$ cat src/rtl/cfgs_pkg.sv
package cfgs_pkg;
  typedef enum logic [2:0] {
    ST_IDLE,
    ST_PROG,
    ST_WREL,
    ST_LOAD,
    ST_POST
  } ld_state_t;

  typedef enum logic [1:0] {
    EC_NONE = 2'd0,
    EC_INIT = 2'd1,
    EC_CRC  = 2'd2,
    EC_DONE = 2'd3
  } err_code_t;
endpackage

$ cat src/rtl/cfgs_sync.sv
module cfgs_sync #(
  parameter int          W       = 2,
  parameter logic [W-1:0] RST_VAL = '0
) (
  input  logic         clk,
  input  logic         rst_n,
  input  logic [W-1:0] d,
  output logic [W-1:0] q
);
  for (genvar i = 0; i < W; i++) begin : g_bit
    logic s1, s2;
    always_ff @(posedge clk or negedge rst_n) begin
      if (!rst_n) begin
        s1 <= RST_VAL[i];
        s2 <= RST_VAL[i];
      end else begin
        s1 <= d[i];
        s2 <= s1;
      end
    end
    assign q[i] = s2;
  end
endmodule

$ cat src/rtl/cfgs_timer.sv
module cfgs_timer #(
  parameter int LIMIT = 1000
) (
  input  logic clk,
  input  logic rst_n,
  input  logic clr,
  output logic expired
);
  localparam int CW = (LIMIT < 1) ? 1 : $clog2(LIMIT + 1);
  localparam logic [CW-1:0] LIM = CW'(LIMIT);

  logic [CW-1:0] cnt;

  always_ff @(posedge clk or negedge rst_n) begin
    if (!rst_n)          cnt <= '0;
    else if (clr)        cnt <= '0;
    else if (cnt != LIM) cnt <= cnt + 1'b1;
  end

  assign expired = (cnt == LIM);
endmodule

$ cat src/rtl/cfgs_shifter.sv
module cfgs_shifter #(
  parameter int HALF = 2
) (
  input  logic       clk,
  input  logic       rst_n,
  input  logic       load,
  input  logic       one_bit,
  input  logic [7:0] byte_in,
  output logic       busy,
  output logic       cclk,
  output logic       din
);
  localparam int HW = (HALF < 2) ? 1 : $clog2(HALF);
  localparam logic [HW-1:0] HRELOAD = HW'(HALF - 1);

  logic [7:0]    sr;
  logic [3:0]    bits_left;
  logic [HW-1:0] hcnt;

  always_ff @(posedge clk or negedge rst_n) begin
    if (!rst_n) begin
      sr        <= '0;
      bits_left <= '0;
      hcnt      <= '0;
      busy      <= 1'b0;
      cclk      <= 1'b1;
      din       <= 1'b1;
    end else if (!busy) begin
      if (load) begin
        busy      <= 1'b1;
        cclk      <= 1'b0;
        din       <= byte_in[7];
        sr        <= {byte_in[6:0], 1'b0};
        bits_left <= one_bit ? 4'd1 : 4'd8;
        hcnt      <= HRELOAD;
      end
    end else if (hcnt != '0) begin
      hcnt <= hcnt - 1'b1;
    end else if (!cclk) begin
      cclk <= 1'b1;
      hcnt <= HRELOAD;
    end else if (bits_left == 4'd1) begin
      busy <= 1'b0;
    end else begin
      cclk      <= 1'b0;
      din       <= sr[7];
      sr        <= {sr[6:0], 1'b0};
      bits_left <= bits_left - 1'b1;
      hcnt      <= HRELOAD;
    end
  end
endmodule

$ cat src/rtl/cfgs_loader.sv
module cfgs_loader
  import cfgs_pkg::*;
#(
  parameter int CLK_HZ   = 100_000_000,
  parameter int WAIT_US  = 10_000,
  parameter int HALF_CYC = 2,
  parameter int LEN_W    = 24
) (
  input  logic             clk,
  input  logic             rst_n,
  input  logic             start,
  input  logic [LEN_W-1:0] stream_len,
  input  logic             in_valid,
  input  logic [7:0]       in_data,
  output logic             in_ready,
  output logic             busy,
  output logic             success,
  output logic             error,
  output logic [1:0]       err_code,
  output logic             prog_n,
  output logic             cclk,
  output logic             din,
  input  logic             init_n,
  input  logic             done
);
  localparam int TO_CYC = (CLK_HZ / 1_000_000) * WAIT_US;

  ld_state_t        st_q, st_d;
  logic [LEN_W-1:0] remain_q;
  logic             succ_q, err_q;
  err_code_t        code_q;

  logic [1:0] pins_s;
  logic       init_s, done_s;
  logic       to_exp, to_clr;
  logic       sh_busy, sh_load, sh_one;
  logic [7:0] sh_byte;
  logic       crc_hit, take, post_pulse;
  logic       fin_ok, fin_err;
  err_code_t  fin_code;

  cfgs_sync #(.W(2), .RST_VAL(2'b01)) u_sync (
    .clk(clk), .rst_n(rst_n), .d({done, init_n}), .q(pins_s)
  );
  assign init_s = pins_s[0];
  assign done_s = pins_s[1];

  cfgs_timer #(.LIMIT(TO_CYC)) u_timer (
    .clk(clk), .rst_n(rst_n), .clr(to_clr), .expired(to_exp)
  );

  cfgs_shifter #(.HALF(HALF_CYC)) u_shift (
    .clk(clk), .rst_n(rst_n), .load(sh_load), .one_bit(sh_one),
    .byte_in(sh_byte), .busy(sh_busy), .cclk(cclk), .din(din)
  );

  assign crc_hit    = !init_s && !done_s;
  assign in_ready   = (st_q == ST_LOAD) && !sh_busy && (remain_q != '0) && !crc_hit;
  assign take       = in_ready && in_valid;
  assign post_pulse = (st_q == ST_POST) && !sh_busy && !done_s && !to_exp;
  assign sh_load    = take || post_pulse;
  assign sh_one     = (st_q == ST_POST);
  assign sh_byte    = take ? in_data : 8'hFF;
  assign to_clr     = (st_d != st_q);

  always_comb begin
    st_d     = st_q;
    fin_ok   = 1'b0;
    fin_err  = 1'b0;
    fin_code = EC_NONE;
    unique case (st_q)
      ST_IDLE: if (start) st_d = ST_PROG;
      ST_PROG: begin
        if (!init_s) st_d = ST_WREL;
        else if (to_exp) begin
          st_d = ST_IDLE; fin_err = 1'b1; fin_code = EC_INIT;
        end
      end
      ST_WREL: begin
        if (init_s) st_d = ST_LOAD;
        else if (to_exp) begin
          st_d = ST_IDLE; fin_err = 1'b1; fin_code = EC_INIT;
        end
      end
      ST_LOAD: begin
        if (!sh_busy) begin
          if (crc_hit) begin
            st_d = ST_IDLE; fin_err = 1'b1; fin_code = EC_CRC;
          end else if (remain_q == '0) begin
            st_d = ST_POST;
          end
        end
      end
      ST_POST: begin
        if (done_s && !sh_busy) begin
          st_d = ST_IDLE; fin_ok = 1'b1;
        end else if (to_exp) begin
          st_d = ST_IDLE; fin_err = 1'b1; fin_code = EC_DONE;
        end
      end
      default: st_d = ST_IDLE;
    endcase
  end

  always_ff @(posedge clk or negedge rst_n) begin
    if (!rst_n) begin
      st_q     <= ST_IDLE;
      remain_q <= '0;
      succ_q   <= 1'b0;
      err_q    <= 1'b0;
      code_q   <= EC_NONE;
    end else begin
      st_q <= st_d;
      if (st_q == ST_IDLE && start) begin
        remain_q <= stream_len;
        succ_q   <= 1'b0;
        err_q    <= 1'b0;
        code_q   <= EC_NONE;
      end else begin
        if (take) remain_q <= remain_q - 1'b1;
        if (fin_ok) succ_q <= 1'b1;
        if (fin_err) begin
          err_q  <= 1'b1;
          code_q <= fin_code;
        end
      end
    end
  end

  assign busy     = (st_q != ST_IDLE);
  assign prog_n   = (st_q != ST_PROG);
  assign success  = succ_q;
  assign error    = err_q;
  assign err_code = code_q;
endmodule

$ cat config.mk
export PLATFORM = sky130hd
export DESIGN_NAME = cfgs_loader
export DESIGN_NICKNAME = d
export VERILOG_FILES = /design/src/rtl/cfgs_pkg.sv /design/src/rtl/cfgs_sync.sv /design/src/rtl/cfgs_timer.sv /design/src/rtl/cfgs_shifter.sv /design/src/rtl/cfgs_loader.sv
export SDC_FILE = /design/constraint.sdc
export NUM_CORES = 1
export LEC_CHECK = 0
export CORE_AREA = 2 2 97 80
export CTS_BUF_LIST = sky130_fd_sc_hd__clkbuf_8
export DETAILED_ROUTE_END_ITERATION = 8
export DIE_AREA = 0 0 99 82
export GPL_ROUTABILITY_DRIVEN = 0
export HOLD_SLACK_MARGIN = 0.12
export PLACE_DENSITY_LB_ADDON = 0.25
export SLEW_MARGIN = 20
export SYNTH_ARGS = -nofsm -noshare
export SYNTH_HDL_FRONTEND = slang
export SYNTH_SLANG_ARGS = --single-unit
$ cat constraint.sdc
create_clock -name clk -period 4.3 [get_ports clk]
set_input_delay 0.86 -clock clk [delete_from_list [all_inputs] [get_ports clk]]
set_output_delay 0.86 -clock clk [all_outputs]
set_load 0.1 [all_outputs]
### Word-level counts from Yosys, hierarchy flattened

Index checks and enable logic that the tools add are counted.

| storage, ports and cells | value |
|---|---|
| register bits | 71 |
| latch bits | 0 |
| bits in writable memories | 0 |
| bits in read-only memories | 0 |
| input port bits | 38 |
| output and inout bits | 9 |
| word-level logic and storage cells | 125 |
| memories kept | 0 |

| operators by class | value |
|---|---|
| add/subtract/negate cells | 4 |
| multipliers | 0 |
| div/mod/pow operators | 0 |
| order comparisons | 0 |
| equality and inequality tests | 12 |
| shift-type cells | 0 |
| multiplexer cells | 66 |
| bitwise operators | 0 |
| reductions and logical operators | 27 |

Operator list:

| operator | number |
|---|---|
| 24-bit 2-to-1 mux | 2 |
| 8-bit 2-to-1 mux | 6 |
| 20-bit 2-to-1 mux | 2 |
| 1-bit 2-to-1 mux | 32 |
| 24-bit logical NOT | 1 |
| 3-bit 2-to-1 mux | 8 |
| 4-bit 2-to-1 mux | 6 |
| 24-bit nonzero test | 1 |
| 24-bit by 1-bit subtractor with 24-bit output, second input constant | 1 |
| 20-bit by 1-bit adder with 20-bit output, second input constant | 1 |
| 20-bit == test, second input constant | 1 |
| 20-bit != test, second input constant | 1 |
| 3-bit one-hot mux with 5 select lines | 1 |
| 2-bit 2-to-1 mux | 7 |
| 1-bit logical AND | 10 |
| 2-bit nonzero test | 5 |
| 2-bit one-hot mux with 4 select lines | 1 |
| 3-bit by 2-bit == test with 1-bit output, second input constant | 2 |
| 2-bit != test, second input constant | 3 |
| 1-bit logical NOT | 5 |
| 4-bit by 1-bit == test with 1-bit output, second input constant | 1 |
| 1-bit one-hot mux with 4 select lines | 1 |
| 4-bit AND reduction | 1 |
| 4-bit by 1-bit subtractor with 4-bit output, second input constant | 1 |
| 9 further kinds | 9 |

### Longest topological paths before layout

| depth | value |
|---|---|
| depth after elaboration | 8 |
| gate-level depth with buffers | 9 |
| depth with buffers taken out | 8 |

### By module

Synthesis repeated with hierarchy kept, for this count alone.

| second synthesis, totals | value |
|---|---|
| cell total of the unflattened synthesis | 444 |
| area, all modules | 4,040.1 µm² |

By module, submodules not included:

| module | instances | cells each | area each (µm²) | sequential area each (µm²) |
|---|---|---|---|---|
| cfgs_loader | 1 | 242 | 2,028.2 | 775.7 |
| cfgs_timer | 1 | 117 | 1,078.5 | 500.5 |
| cfgs_shifter | 1 | 79 | 815.8 | 377.9 |
| cfgs_sync | 1 | 6 | 117.6 | 102.6 |

### Worst setup path before layout

OpenSTA, ideal clock, no wires.

| path | value |
|---|---|
| path kind | register to output |
| from | register remain_q[0] |
| to | output port in_ready |
| data arrival time | 2.376 ns |
| data required time | 3.440 ns |
| slack | 1.064 ns |
| cell stages (with the launch flop) | 7 |
| path buffers | 0 |
| cells stage by stage | dfrtp_1 inv_1 ha_1 or3b_2 nor3_2 nand3_1 nor2b_1 |

| on the way | value |
|---|---|
| word-level cells in the longest chain between the ends | 3 |

RTL lines:

| element | line | source |
|---|---|---|
| start, declared | cfgs_loader.sv:29 | `logic [LEN_W-1:0] remain_q;` |
| start signal, assigned | cfgs_loader.sv:115 | `remain_q <= stream_len;` |
| start signal, assigned | cfgs_loader.sv:120 | `if (take) remain_q <= remain_q - 1'b1;` |
| 24-bit nonzero test | cfgs_loader.sv:58 | `assign in_ready = (st_q == ST_LOAD) && !sh_busy && (remain_q != '0) && !crc_hit;` |
| 1-bit logical AND (2 in a row) | cfgs_loader.sv:58 |  |
| end, declared | cfgs_loader.sv:15 | `output logic in_ready,` |

No other way between the ends.

### Worst setup path after layout

Ends and elaborated chain as after synthesis.

==> impl_metrics.ini <==
[run_status]
status = complete, no violations

[synth]
synth_top_area_cell = dfrtp_1
synth_top_area_share_pct = 43.3
syn-cell-area_mm2 = 0.00382
avgSynthCellArea_um2 = 9.15
synth_seq_area_share_pct = 46.0
synth.most_common_cell = dfrtp_1
synthCells = 417
synth_cell_types = 55
synth_fp_nets = 460
synthTopCellsByArea = dfrtp_1 43%, xor2_1 5.5%, nand2_1 5.1%
ys_dominant_reg_cell = dfrtp_1
yosys_warnings = 0
synth_edf_count = 0
synth.cells.most_frequent = 66 x dfrtp_1, 52 x nand2_1, 45 x nor2_1
async_flop_share_pct = 100
yosys_register_bits = 70

[drt]
num_vias = 3189
vias_per_cell = 5.80
wl_per_cell_um = 15.4
routed_wirelength_mm = 8.48
drt-initial-drc-count = 192
drc = 0
detail-route-antenna-nets = 0
dr.pass1.iters = 4

[placement]
port_buffers = 46
hpwl_mm = 5.98
dp.cells = 534
dpl_cell_area_mm2 = 0.00432

[cells_and_area]
syn2layout_area_growth_pct = 17.6
fillCellCount = 623
fin_cells = 550
diodes = 0
final_cell_area_mm2 = 0.00449
nets = 498
drive_gt1_share_pct = 7.17

[sta]
slew_viol_final = 0
post-route-min-period_ns = 3.39
finalCritPeriodShare_pct = 78.8
rsz0062_at_grt = no
maxSlewHeadroom_pct = 27.4
finalSetupViolations = 0
timing.fmax_mhz = 295
fin_skew_ns = 0.00826
hold_viol_final = 0
worst_slew_pin_slew_ns = 1.08
fin_setup_tns_ns = 0

[die]
io_pins = 47
num_rows = 28
dieHeight_um = 82
core_mm2 = 0.00718
floorplan.initialDensity_pct = 53.1
die_area_mm2 = 0.00812
die-width_um = 99

[global_routing]
gr-total-overflow = 0
grt_max_degree = 40
grt_pass1_vias = 2962
grt_use_total_pct = 21.8
antenna_found_initial = 0
grt_pass1_wl_mm = 13.9

[clock_tree]
ctsHtreeMaxLevel = 3
cts_tree = done
clkSinkCount = 70
cts-resized-gates = 0
post_cts_buffers = 0
ctsLongestPathBuffers = 2
clock-root-buffer = clkbuf_8
clk_transition_reported_paths_ns = 0.07
postCtsHoldBufs = 0
worstSkewPairLatency_ns = 0.35
cts_made_buffers = 9

[critical_path]
critPathMaxFanout = 6
worstSetupPathType = flop to output pin
arrival_ns = 2.53
end_kind = output pin
crit_required_ns = 3.44
cp-start-kind = flop

[run]
cap_violations = 0

[power]
total_power_uw = 2700
leakage_uw = 0.00178
power_density_mw_per_mm2 = 603
peakVddDrop_uv = 520

[min_path]
hold_path.class = flop to flop
-- kinds of logic after synthesis --
logic type | share of synthesized area [%]
AND/OR/NAND/NOR | 24.6
AO/OA/AOI/OAI | 14.4
flip-flops | 46.0
XOR/XNOR | 8.03
buffers and inverters | 3.51
multiplexers | 1.84
adder cells (fa/ha/maj) | 1.64
-- stage by stage --
stage          worst slack (ns)  utilization (%)  hold WS [ns]
2_1_floorplan              1.06                -         0.331
3_3_place_gp               1.33             60.2         0.333
3_5_place_dp               1.27             60.2         0.348
4_1_cts                   0.893             62.5         0.360
5_1_grt                   0.783             62.5         0.368
6_report                  0.911             62.5         0.358
-- power breakdown --
group | switching [uW] | total [uW] | internal [uW]
logic | 731 | 1170 | 440
registers | 208 | 1080 | 869
clock network | 238 | 456 | 218
-- final cells by class --
class,instances,area (um2),area share (%)
Clock buffer,10,138,3.07
Clock inverter,6,28.8,0.641
Inverter,12,45.0,1.00
Multi-Input combinational cell,313,1930,43.0
Sequential cell,70,1760,39.2
Tap cell,90,113,2.51
Timing Repair Buffer,49,475,10.6
-- metal layers --
layer  up-vias  part of all wire, %  GRT usage, %
met2        85                   45          34.7
met3        14                  4.7          4.26
met4         0                  1.8          8.08
li1       1556                    -             -
met1      1534                   48          30.0
met5         -                    0             0
-- worst max-delay path: stages (launching register included) --
cell and delay [ns]:
dfrtp_1 0.43, inv_1 0.08, ha_1 0.17, or3b_2 0.49, nor3_2 0.41, nand3_1 0.18, nor2b_1 0.21, buf_4 0.23
-- worst paths after layout --
path / endpoint / startpoint / cells past startpoint / slack [ns]
setup / recovery: in_ready / remain_q[0]$_DFFE_PN0P_ / 7 / 0.91
hold / removal: u_sync.g_bit[0].s2$_DFF_PN1_ / u_sync.g_bit[0].s1$_DFF_PN1_ / 0 / 0.36
setup reg to reg: u_shift.sr[5]$_DFFE_PN0P_ / remain_q[0]$_DFFE_PN0P_ / 7 / 1.44
hold reg to reg: u_sync.g_bit[0].s2$_DFF_PN1_ / u_sync.g_bit[0].s1$_DFF_PN1_ / 0 / 0.36
max in group asynchronous: u_sync.g_bit[0].s1$_DFF_PN1_ / rst_n / 2 / 2.71
min in group asynchronous: u_shift.sr[7]$_DFFE_PN0P_ / rst_n / 1 / 0.61
-- flip-flops by register name, summed over array words and instances, names as in the netlist, 2 cells and up --
name	cells
u_sync.g_bit.s1	2
st_q	3
err_code	2
u_sync.g_bit.s2	2
u_timer.cnt	20
u_shift.sr	7
u_shift.bits_left	4
remain_q	24
-- cell usage in the layout (no fill, tap or decap), types with 3 or more instances in the layout --
master,Yosys,layout
dfrtp_1,66,66
nand2_1,52,52
nor2_1,45,45
clkdlybuf4s50_1,0,44
nand3_1,25,25
xor2_1,24,24
a21oi_1,21,21
o21ai_1,14,14
inv_1,12,13
xnor2_1,11,11
o21ai_0,10,10
clkbuf_8,0,10
nand4_1,8,8
o221a_1,8,8
mux2i_1,7,7
or4_1,6,6
nor3_1,7,6
nor2b_1,5,5
nor4_1,5,5
nand2b_1,5,5
ha_1,5,5
clkinv_2,0,5
and3_1,4,4
nand3b_1,4,4
buf_4,0,4
dfstp_2,4,4
o31ai_1,3,3
o22ai_1,3,3
nand4b_1,3,3
Note: power is estimated with default switching activity, not from simulation.
